--- config.mk ---
export PLATFORM = sky130hd
export DESIGN_NAME = adc_step_seq
export DESIGN_NICKNAME = d
export VERILOG_FILES = /design/src/rtl/adc_step_seq_pkg.sv /design/src/rtl/adc_step_seq_dp.sv /design/src/rtl/adc_step_seq_ctrl.sv /design/src/rtl/adc_step_seq.sv
export SDC_FILE = /design/constraint.sdc
export NUM_CORES = 1
export LEC_CHECK = 0
export BUFFER_PORTS_ARGS = -buffer_cell sky130_fd_sc_hd__buf_2
export CAP_MARGIN = 20
export CORE_AREA = 2 2 219 221
export DETAILED_ROUTE_END_ITERATION = 16
export DIE_AREA = 0 0 221 223
export GPL_ROUTABILITY_DRIVEN = 1
export PLACE_DENSITY = 0.47
export REMOVE_ABC_BUFFERS = 1
export SYNTH_ARGS = -nofsm -noshare
export SYNTH_HDL_FRONTEND = slang
export SYNTH_SLANG_ARGS = --single-unit
export TNS_END_PERCENT = 30
--- constraint.sdc ---
create_clock -name clk -period 3.8 [get_ports clk]
set_input_delay 0 -clock clk [delete_from_list [all_inputs] [get_ports clk]]
set_output_delay 0 -clock clk [all_outputs]
set_load 0.005 [all_outputs]
--- src/rtl/adc_step_seq_pkg.sv ---
package adc_step_seq_pkg;

  typedef enum logic [2:0] {
    S_IDLE,
    S_OPEN,
    S_ACQ,
    S_SOC,
    S_WAIT,
    S_EMIT
  } seqStateT;

  // strobes from control to datapath
  typedef struct packed {
    logic startStep;  // load a new step index and its first delay
    logic fromFirst;  // new step is the lowest enabled one (wrap / run)
    logic loadAcq;    // load the acquisition width of the current step
    logic decCnt;     // count down the delay counter
    logic addConv;    // add the converter value to the accumulator
  } seqCtlT;

  // status from datapath to control
  typedef struct packed {
    logic firstFound;
    logic firstOpenZero;
    logic upFound;
    logic upOpenZero;
    logic cntLast;
    logic avgLast;
  } seqStatT;

endpackage

--- src/rtl/adc_step_seq_dp.sv ---
module adc_step_seq_dp
  import adc_step_seq_pkg::*;
#(
  parameter int NUM_STEPS    = 16,
  parameter int CHAN_W       = 3,
  parameter int OPEN_W       = 18,
  parameter int SAMP_W       = 8,
  parameter int AVG_W        = 3,
  parameter int DATA_W       = 12,
  parameter int MAX_AVG_LOG2 = 4
) (
  input  logic                        clk,
  input  logic                        rstN,
  input  seqCtlT                      ctl,
  output seqStatT                     stat,
  input  logic [NUM_STEPS-1:0]        stepEnable,
  input  logic [NUM_STEPS*CHAN_W-1:0] stepChan,
  input  logic [NUM_STEPS*OPEN_W-1:0] stepOpen,
  input  logic [NUM_STEPS*SAMP_W-1:0] stepSamp,
  input  logic [NUM_STEPS*AVG_W-1:0]  stepAvg,
  input  logic [DATA_W-1:0]           convData,
  output logic [CHAN_W-1:0]           chanSel,
  output logic [DATA_W-1:0]           resData,
  output logic [$clog2(NUM_STEPS)-1:0] resStep
);

  localparam int IDX_W = $clog2(NUM_STEPS);
  localparam int ACC_W = DATA_W + MAX_AVG_LOG2;
  localparam int CNT_W = MAX_AVG_LOG2 + 1;

  logic [CHAN_W-1:0] chanA [NUM_STEPS];
  logic [OPEN_W-1:0] openA [NUM_STEPS];
  logic [SAMP_W-1:0] sampA [NUM_STEPS];
  logic [AVG_W-1:0]  avgA  [NUM_STEPS];

  for (genvar g = 0; g < NUM_STEPS; g++) begin : g_unpack
    assign chanA[g] = stepChan[g*CHAN_W +: CHAN_W];
    assign openA[g] = stepOpen[g*OPEN_W +: OPEN_W];
    assign sampA[g] = stepSamp[g*SAMP_W +: SAMP_W];
    assign avgA[g]  = stepAvg[g*AVG_W +: AVG_W];
  end

  logic [IDX_W-1:0]  stepIdx;
  logic [OPEN_W-1:0] cnt;
  logic [ACC_W-1:0]  acc;
  logic [CNT_W-1:0]  convCnt;

  logic [IDX_W-1:0]  firstIdx, upIdx, newIdx;
  logic              firstFound, upFound;

  // lowest enabled step overall, and lowest enabled step above the current
  always_comb begin
    firstIdx   = '0;
    firstFound = 1'b0;
    upIdx      = '0;
    upFound    = 1'b0;
    for (int i = NUM_STEPS - 1; i >= 0; i--) begin
      if (stepEnable[i]) begin
        firstIdx   = IDX_W'(i);
        firstFound = 1'b1;
        if (IDX_W'(i) > stepIdx) begin
          upIdx   = IDX_W'(i);
          upFound = 1'b1;
        end
      end
    end
  end

  assign newIdx = ctl.fromFirst ? firstIdx : upIdx;

  logic [OPEN_W-1:0] acqCur, acqNew, startLoad;
  assign acqCur    = OPEN_W'(sampA[stepIdx]) + OPEN_W'(2);
  assign acqNew    = OPEN_W'(sampA[newIdx]) + OPEN_W'(2);
  assign startLoad = (openA[newIdx] != '0) ? openA[newIdx] : acqNew;

  logic [AVG_W-1:0] codeC;
  logic [CNT_W-1:0] lastCnt;
  assign codeC   = (avgA[stepIdx] > AVG_W'(MAX_AVG_LOG2)) ? AVG_W'(MAX_AVG_LOG2) : avgA[stepIdx];
  assign lastCnt = (CNT_W'(1) << codeC) - CNT_W'(1);

  always_ff @(posedge clk or negedge rstN) begin
    if (!rstN) begin
      stepIdx <= '0;
      cnt     <= '0;
      acc     <= '0;
      convCnt <= '0;
    end else if (ctl.startStep) begin
      stepIdx <= newIdx;
      cnt     <= startLoad;
      acc     <= '0;
      convCnt <= '0;
    end else begin
      if (ctl.loadAcq)      cnt <= acqCur;
      else if (ctl.decCnt)  cnt <= cnt - OPEN_W'(1);
      if (ctl.addConv) begin
        acc     <= acc + ACC_W'(convData);
        convCnt <= convCnt + CNT_W'(1);
      end
    end
  end

  assign stat.firstFound    = firstFound;
  assign stat.firstOpenZero = (openA[firstIdx] == '0);
  assign stat.upFound       = upFound;
  assign stat.upOpenZero    = (openA[upIdx] == '0);
  assign stat.cntLast       = (cnt == OPEN_W'(1));
  assign stat.avgLast       = (convCnt == lastCnt);

  assign chanSel = chanA[stepIdx];
  assign resData = DATA_W'(acc >> codeC);
  assign resStep = stepIdx;

endmodule

--- src/rtl/adc_step_seq_ctrl.sv ---
module adc_step_seq_ctrl
  import adc_step_seq_pkg::*;
(
  input  logic    clk,
  input  logic    rstN,
  input  logic    runStart,
  input  logic    contMode,
  input  logic    convDone,
  input  logic    resReady,
  input  seqStatT stat,
  output seqCtlT  ctl,
  output logic    sampleOut,
  output logic    socOut,
  output logic    resValid,
  output logic    seqBusy
);

  seqStateT state, stateNext;

  always_comb begin
    ctl       = '0;
    stateNext = state;
    unique case (state)
      S_IDLE: begin
        if (runStart && stat.firstFound) begin
          ctl.startStep = 1'b1;
          ctl.fromFirst = 1'b1;
          stateNext     = stat.firstOpenZero ? S_ACQ : S_OPEN;
        end
      end
      S_OPEN: begin
        if (stat.cntLast) begin
          ctl.loadAcq = 1'b1;
          stateNext   = S_ACQ;
        end else begin
          ctl.decCnt = 1'b1;
        end
      end
      S_ACQ: begin
        if (stat.cntLast) stateNext = S_SOC;
        else              ctl.decCnt = 1'b1;
      end
      S_SOC: stateNext = S_WAIT;
      S_WAIT: begin
        if (convDone) begin
          ctl.addConv = 1'b1;
          if (stat.avgLast) begin
            stateNext = S_EMIT;
          end else begin
            ctl.loadAcq = 1'b1;
            stateNext   = S_ACQ;
          end
        end
      end
      S_EMIT: begin
        if (resReady) begin
          if (stat.upFound) begin
            ctl.startStep = 1'b1;
            stateNext     = stat.upOpenZero ? S_ACQ : S_OPEN;
          end else if (contMode && stat.firstFound) begin
            ctl.startStep = 1'b1;
            ctl.fromFirst = 1'b1;
            stateNext     = stat.firstOpenZero ? S_ACQ : S_OPEN;
          end else begin
            stateNext = S_IDLE;
          end
        end
      end
      default: stateNext = S_IDLE;
    endcase
  end

  always_ff @(posedge clk or negedge rstN) begin
    if (!rstN) state <= S_IDLE;
    else       state <= stateNext;
  end

  assign sampleOut = (state == S_ACQ);
  assign socOut    = (state == S_SOC);
  assign resValid  = (state == S_EMIT);
  assign seqBusy   = (state != S_IDLE);

endmodule

--- src/rtl/adc_step_seq.sv ---
module adc_step_seq
  import adc_step_seq_pkg::*;
#(
  parameter int NUM_STEPS    = 16,
  parameter int CHAN_W       = 3,
  parameter int OPEN_W       = 18,
  parameter int SAMP_W       = 8,
  parameter int AVG_W        = 3,
  parameter int DATA_W       = 12,
  parameter int MAX_AVG_LOG2 = 4
) (
  input  logic                         clk,
  input  logic                         rstN,
  input  logic                         runStart,
  input  logic                         contMode,
  input  logic [NUM_STEPS-1:0]         stepEnable,
  input  logic [NUM_STEPS*CHAN_W-1:0]  stepChan,
  input  logic [NUM_STEPS*OPEN_W-1:0]  stepOpen,
  input  logic [NUM_STEPS*SAMP_W-1:0]  stepSamp,
  input  logic [NUM_STEPS*AVG_W-1:0]   stepAvg,
  output logic [CHAN_W-1:0]            chanSel,
  output logic                         sampleOut,
  output logic                         socOut,
  input  logic                         convDone,
  input  logic [DATA_W-1:0]            convData,
  output logic                         resValid,
  input  logic                         resReady,
  output logic [DATA_W-1:0]            resData,
  output logic [$clog2(NUM_STEPS)-1:0] resStep,
  output logic                         seqBusy
);

  seqCtlT  ctl;
  seqStatT stat;

  adc_step_seq_ctrl ctrl_i (
    .clk       (clk),
    .rstN      (rstN),
    .runStart  (runStart),
    .contMode  (contMode),
    .convDone  (convDone),
    .resReady  (resReady),
    .stat      (stat),
    .ctl       (ctl),
    .sampleOut (sampleOut),
    .socOut    (socOut),
    .resValid  (resValid),
    .seqBusy   (seqBusy)
  );

  adc_step_seq_dp #(
    .NUM_STEPS    (NUM_STEPS),
    .CHAN_W       (CHAN_W),
    .OPEN_W       (OPEN_W),
    .SAMP_W       (SAMP_W),
    .AVG_W        (AVG_W),
    .DATA_W       (DATA_W),
    .MAX_AVG_LOG2 (MAX_AVG_LOG2)
  ) dp_i (
    .clk        (clk),
    .rstN       (rstN),
    .ctl        (ctl),
    .stat       (stat),
    .stepEnable (stepEnable),
    .stepChan   (stepChan),
    .stepOpen   (stepOpen),
    .stepSamp   (stepSamp),
    .stepAvg    (stepAvg),
    .convData   (convData),
    .chanSel    (chanSel),
    .resData    (resData),
    .resStep    (resStep)
  );

endmodule

==> results.ini <==
[flow_run]
maxCapViolations=0

[global_routing]
grt_use_total=0.294
antenna_found_initial=14
grt_max_degree=27
grt.overflow.total=0
grt_pass1_wl_microns=108000
grt_pass1_vias=16100

[detailed_routing]
remaining_drc_errors=0
drt-wirelength-per-cell_microns=27.6
routed_wl_microns=76700
dr.pass1.iters=8
num_vias=15800
drtAntennaViolNets=0
vias_per_cell=5.68
drtIter0Drc=1409

[yosys]
synth_flop_cell=dfrtp_1
syn_area_sq_um=11100
synth_seq_cells=46
yosys.cell_types.count=100
synth_edf_count=0
syn_inst=1341
ys_seq_area_frac=0.104
avgSynthCellArea_sq_um=8.25
yosysWarnings=0
async_flop_share=1.00
yosys.area.top_type=mux4_2
yosysTopAreaCellShare=0.153
synthTopCellsByArea=mux4_2 (15%), mux2i_1 (14%), dfrtp_1 (10%)

[sta]
final_max_slew_viol_count=0
min_period_ns=4.65
worst_pin_slew_ns=0.926
rsz0062_at_grt=yes
fmax_ghz=0.215
slew_headroom=0.378
final-hold-violation-count=0
skew_ns=0.0125
setup_ws_ns=-0.850
fin_crit_sh=1.22
setup_viol=14

[setup_path]
critPathKind=reg -> reg
r2r_setup_slack_ns=-0.85
worst_r2r_path_depth=17
cp_max_fo=13
cp_slowest_stage_delay_ns=0.60
critPathLaunchType=flip-flop
cp_num_buf_inv=4
worstPathArrival_ns=4.89
crit_cells=17
path_cells=buf_12, o211ai_1, o21a_1, and4b_2, a311oi_4, a22oi_2, buf_6, buf_12, bufbuf_16, mux2i_1, o22ai_1, or4_1, nor3_2, nand4_1, or4b_4, o211ai_1, a21boi_2
worstPathRequired_ns=4.04
cp_top_family=simple AND/OR/NAND/NOR gates
critPathSlowestCell=or4b_4
critPathCaptureType=flip-flop

[clock_tree]
cts_made_buffers=5
cts.sinks=46
cts.path.max_buffers=2
cts_tree=built
root_buffer=clkbuf_16
clk_pin_slew_ns=0.07
htreeDepth=2
clk_latency_ns=0.30

[power_and_ir_drop]
clkPwrFrac=0.026
max-vdd-ir-drop_mv=0.524
p_int_uw=9910
comb_power_share=0.927
p_switching_uw=10200
seqPwrFrac=0.047
p_leak_uw=0.00810
powerDensity_nw_per_um2=1140
swShare=0.507
power_uw=20100

[floorplan]
die_w_microns=221
initial_core_util=0.235
core_sq_um=47100
ios=569
rows=80
dieHeight_microns=223
dieArea_sq_um=49300

[placed_design]
post-place-ws_ns=-1.24
place.gp.congestion=0.985
portBuffers=568
dp.final_hpwl_microns=66900

[cells_and_area]
nNetsFinal=2717
final_common_cell=buf_2
fillCellCount=4970
area_growth_pct=59.7
layout_common_cells=buf_2 (568), buf_4 (297), nand2_1 (162)
drive_gt1_frac=0.514

[min_path]
whs_path_depth=4
hold_class=in -> reg

[outcome]
status=complete, but fails checks
violations=setup timing

## cell usage after synthesis (5+ instances only)
| cell | number |
|---|---|
| o2bb2ai_1 | 5 |
| a221oi_1 | 7 |
| and2_1 | 6 |
| o22a_1 | 10 |
| inv_1 | 43 |
| nor3_1 | 20 |
| mux2i_1 | 150 |
| or4_1 | 22 |
| or3_1 | 13 |
| xnor2_1 | 16 |
| o221ai_1 | 23 |
| nand3_1 | 56 |
| ha_1 | 17 |
| o41ai_1 | 6 |
| a2111oi_0 | 6 |
| a21oi_1 | 54 |
| xor2_1 | 18 |
| a31oi_1 | 8 |
| clkbuf_1 | 47 |
| o21ai_0 | 60 |
| nor4_1 | 76 |
| a22oi_1 | 8 |
| dfrtp_1 | 46 |
| nor2_1 | 55 |
| mux2_2 | 18 |
| a311oi_1 | 6 |
| mux4_2 | 75 |
| buf_6 | 11 |
| o211ai_1 | 21 |
| o22ai_1 | 40 |
| o2111ai_1 | 8 |
| buf_1 | 10 |
| a211oi_1 | 6 |
| nor2b_1 | 8 |
| and3_1 | 15 |
| a21boi_0 | 7 |
| buf_4 | 11 |
| a32oi_1 | 5 |
| nand4_1 | 22 |
| buf_2 | 19 |
| nand2_1 | 165 |
| o31ai_1 | 14 |
## per-layer routing
metal	part of all wire	GRT usage	vias to the layer above
met4	0.041	0.104	6
met1	0.40	0.363	7819
met5	0.00050	0	-
li1	-	-	7047
met3	0.071	0.0428	146
met2	0.49	0.520	760
## cells by family after synthesis
kind of cell / share of synthesized area
simple gates: 0.239
compound gates: 0.237
mux: 0.311
buf+inv: 0.0612
flops: 0.104
xor+xnor: 0.0269
fa+ha+maj: 0.0210
## flip-flops by register name, summed over array words and instances (netlist names)
signal	count
ctrl_i.state	3
dp_i.acc	16
dp_i.cnt	18
dp_i.convCnt	5
dp_i.resStep	4
## power groups by stage
stage	clock network, uW	registers [uW]	logic (uW)
after floorplan	0	1140	7540
after global placement	0	956	16700
after detailed placement	0	964	16700
final	522	938	18600
after CTS	534	933	17600
after global routing	552	968	19600
## area by class of cell
cell class                 instances  area, sq um  area share
multi-input combinational       1154         9680       0.547
timing repair buffer             903         5710       0.323
sequential                        46         1160      0.0656
tap                              615          769      0.0435
inverter                          43          165     0.00935
clock buffer                       5          125     0.00708
clock inverter                     3         43.8     0.00248
antenna                           11         27.5     0.00156
## worst reg2reg max path, cell delays in order (launching register included)
cell and delay, ns:
dfrtp_4 0.51, buf_12 0.15, o211ai_1 0.24, o21a_1 0.24, and4b_2 0.28, a311oi_4 0.30
a22oi_2 0.10, buf_6 0.15, buf_12 0.14, bufbuf_16 0.30, mux2i_1 0.25, o22ai_1 0.11
or4_1 0.58, nor3_2 0.14, nand4_1 0.16, or4b_4 0.60, o211ai_1 0.19, a21boi_2 0.17
## through the flow
step	setup TNS (ns)	cells	cell area (sq um)	utilization	hold slack, ns
global placement	-12.39	2728	16600	0.353	0.0121
CTS	-7.05	2756	17300	0.366	0.0621
global route	-10.02	2771	17700	0.374	0.0973
floorplan	-171.46	1243	10600	-	-0.296
finish	-8.11	2780	17700	0.375	0.0720
detailed placement	-13.16	2728	16600	0.353	0.0169
## worst paths after layout
kind / start / to
worst max-delay path: dp_i.resStep[0] / dp_i.cnt[6]
worst max register to register: dp_i.resStep[0] / dp_i.cnt[6]
worst min-delay path: convData[0] / dp_i.acc[0]
max in group asynchronous: rstN / dp_i.resStep[1]
min in group asynchronous: rstN / dp_i.cnt[0]
worst min register to register: dp_i.acc[15] / dp_i.acc[15]
## timing repair
action / 4_1_cts / 5_1_grt
buffers inserted: 18 / 14
cloned: 1 / 1
resized for setup: 53 / 59
pin swaps: 25 / 18
hold buffers: 1 / 0
setup endpoints to repair: 18 / 30
hold endpoints to repair: 22 / 0
No activity file was read; power rests on OpenSTA's default activity.
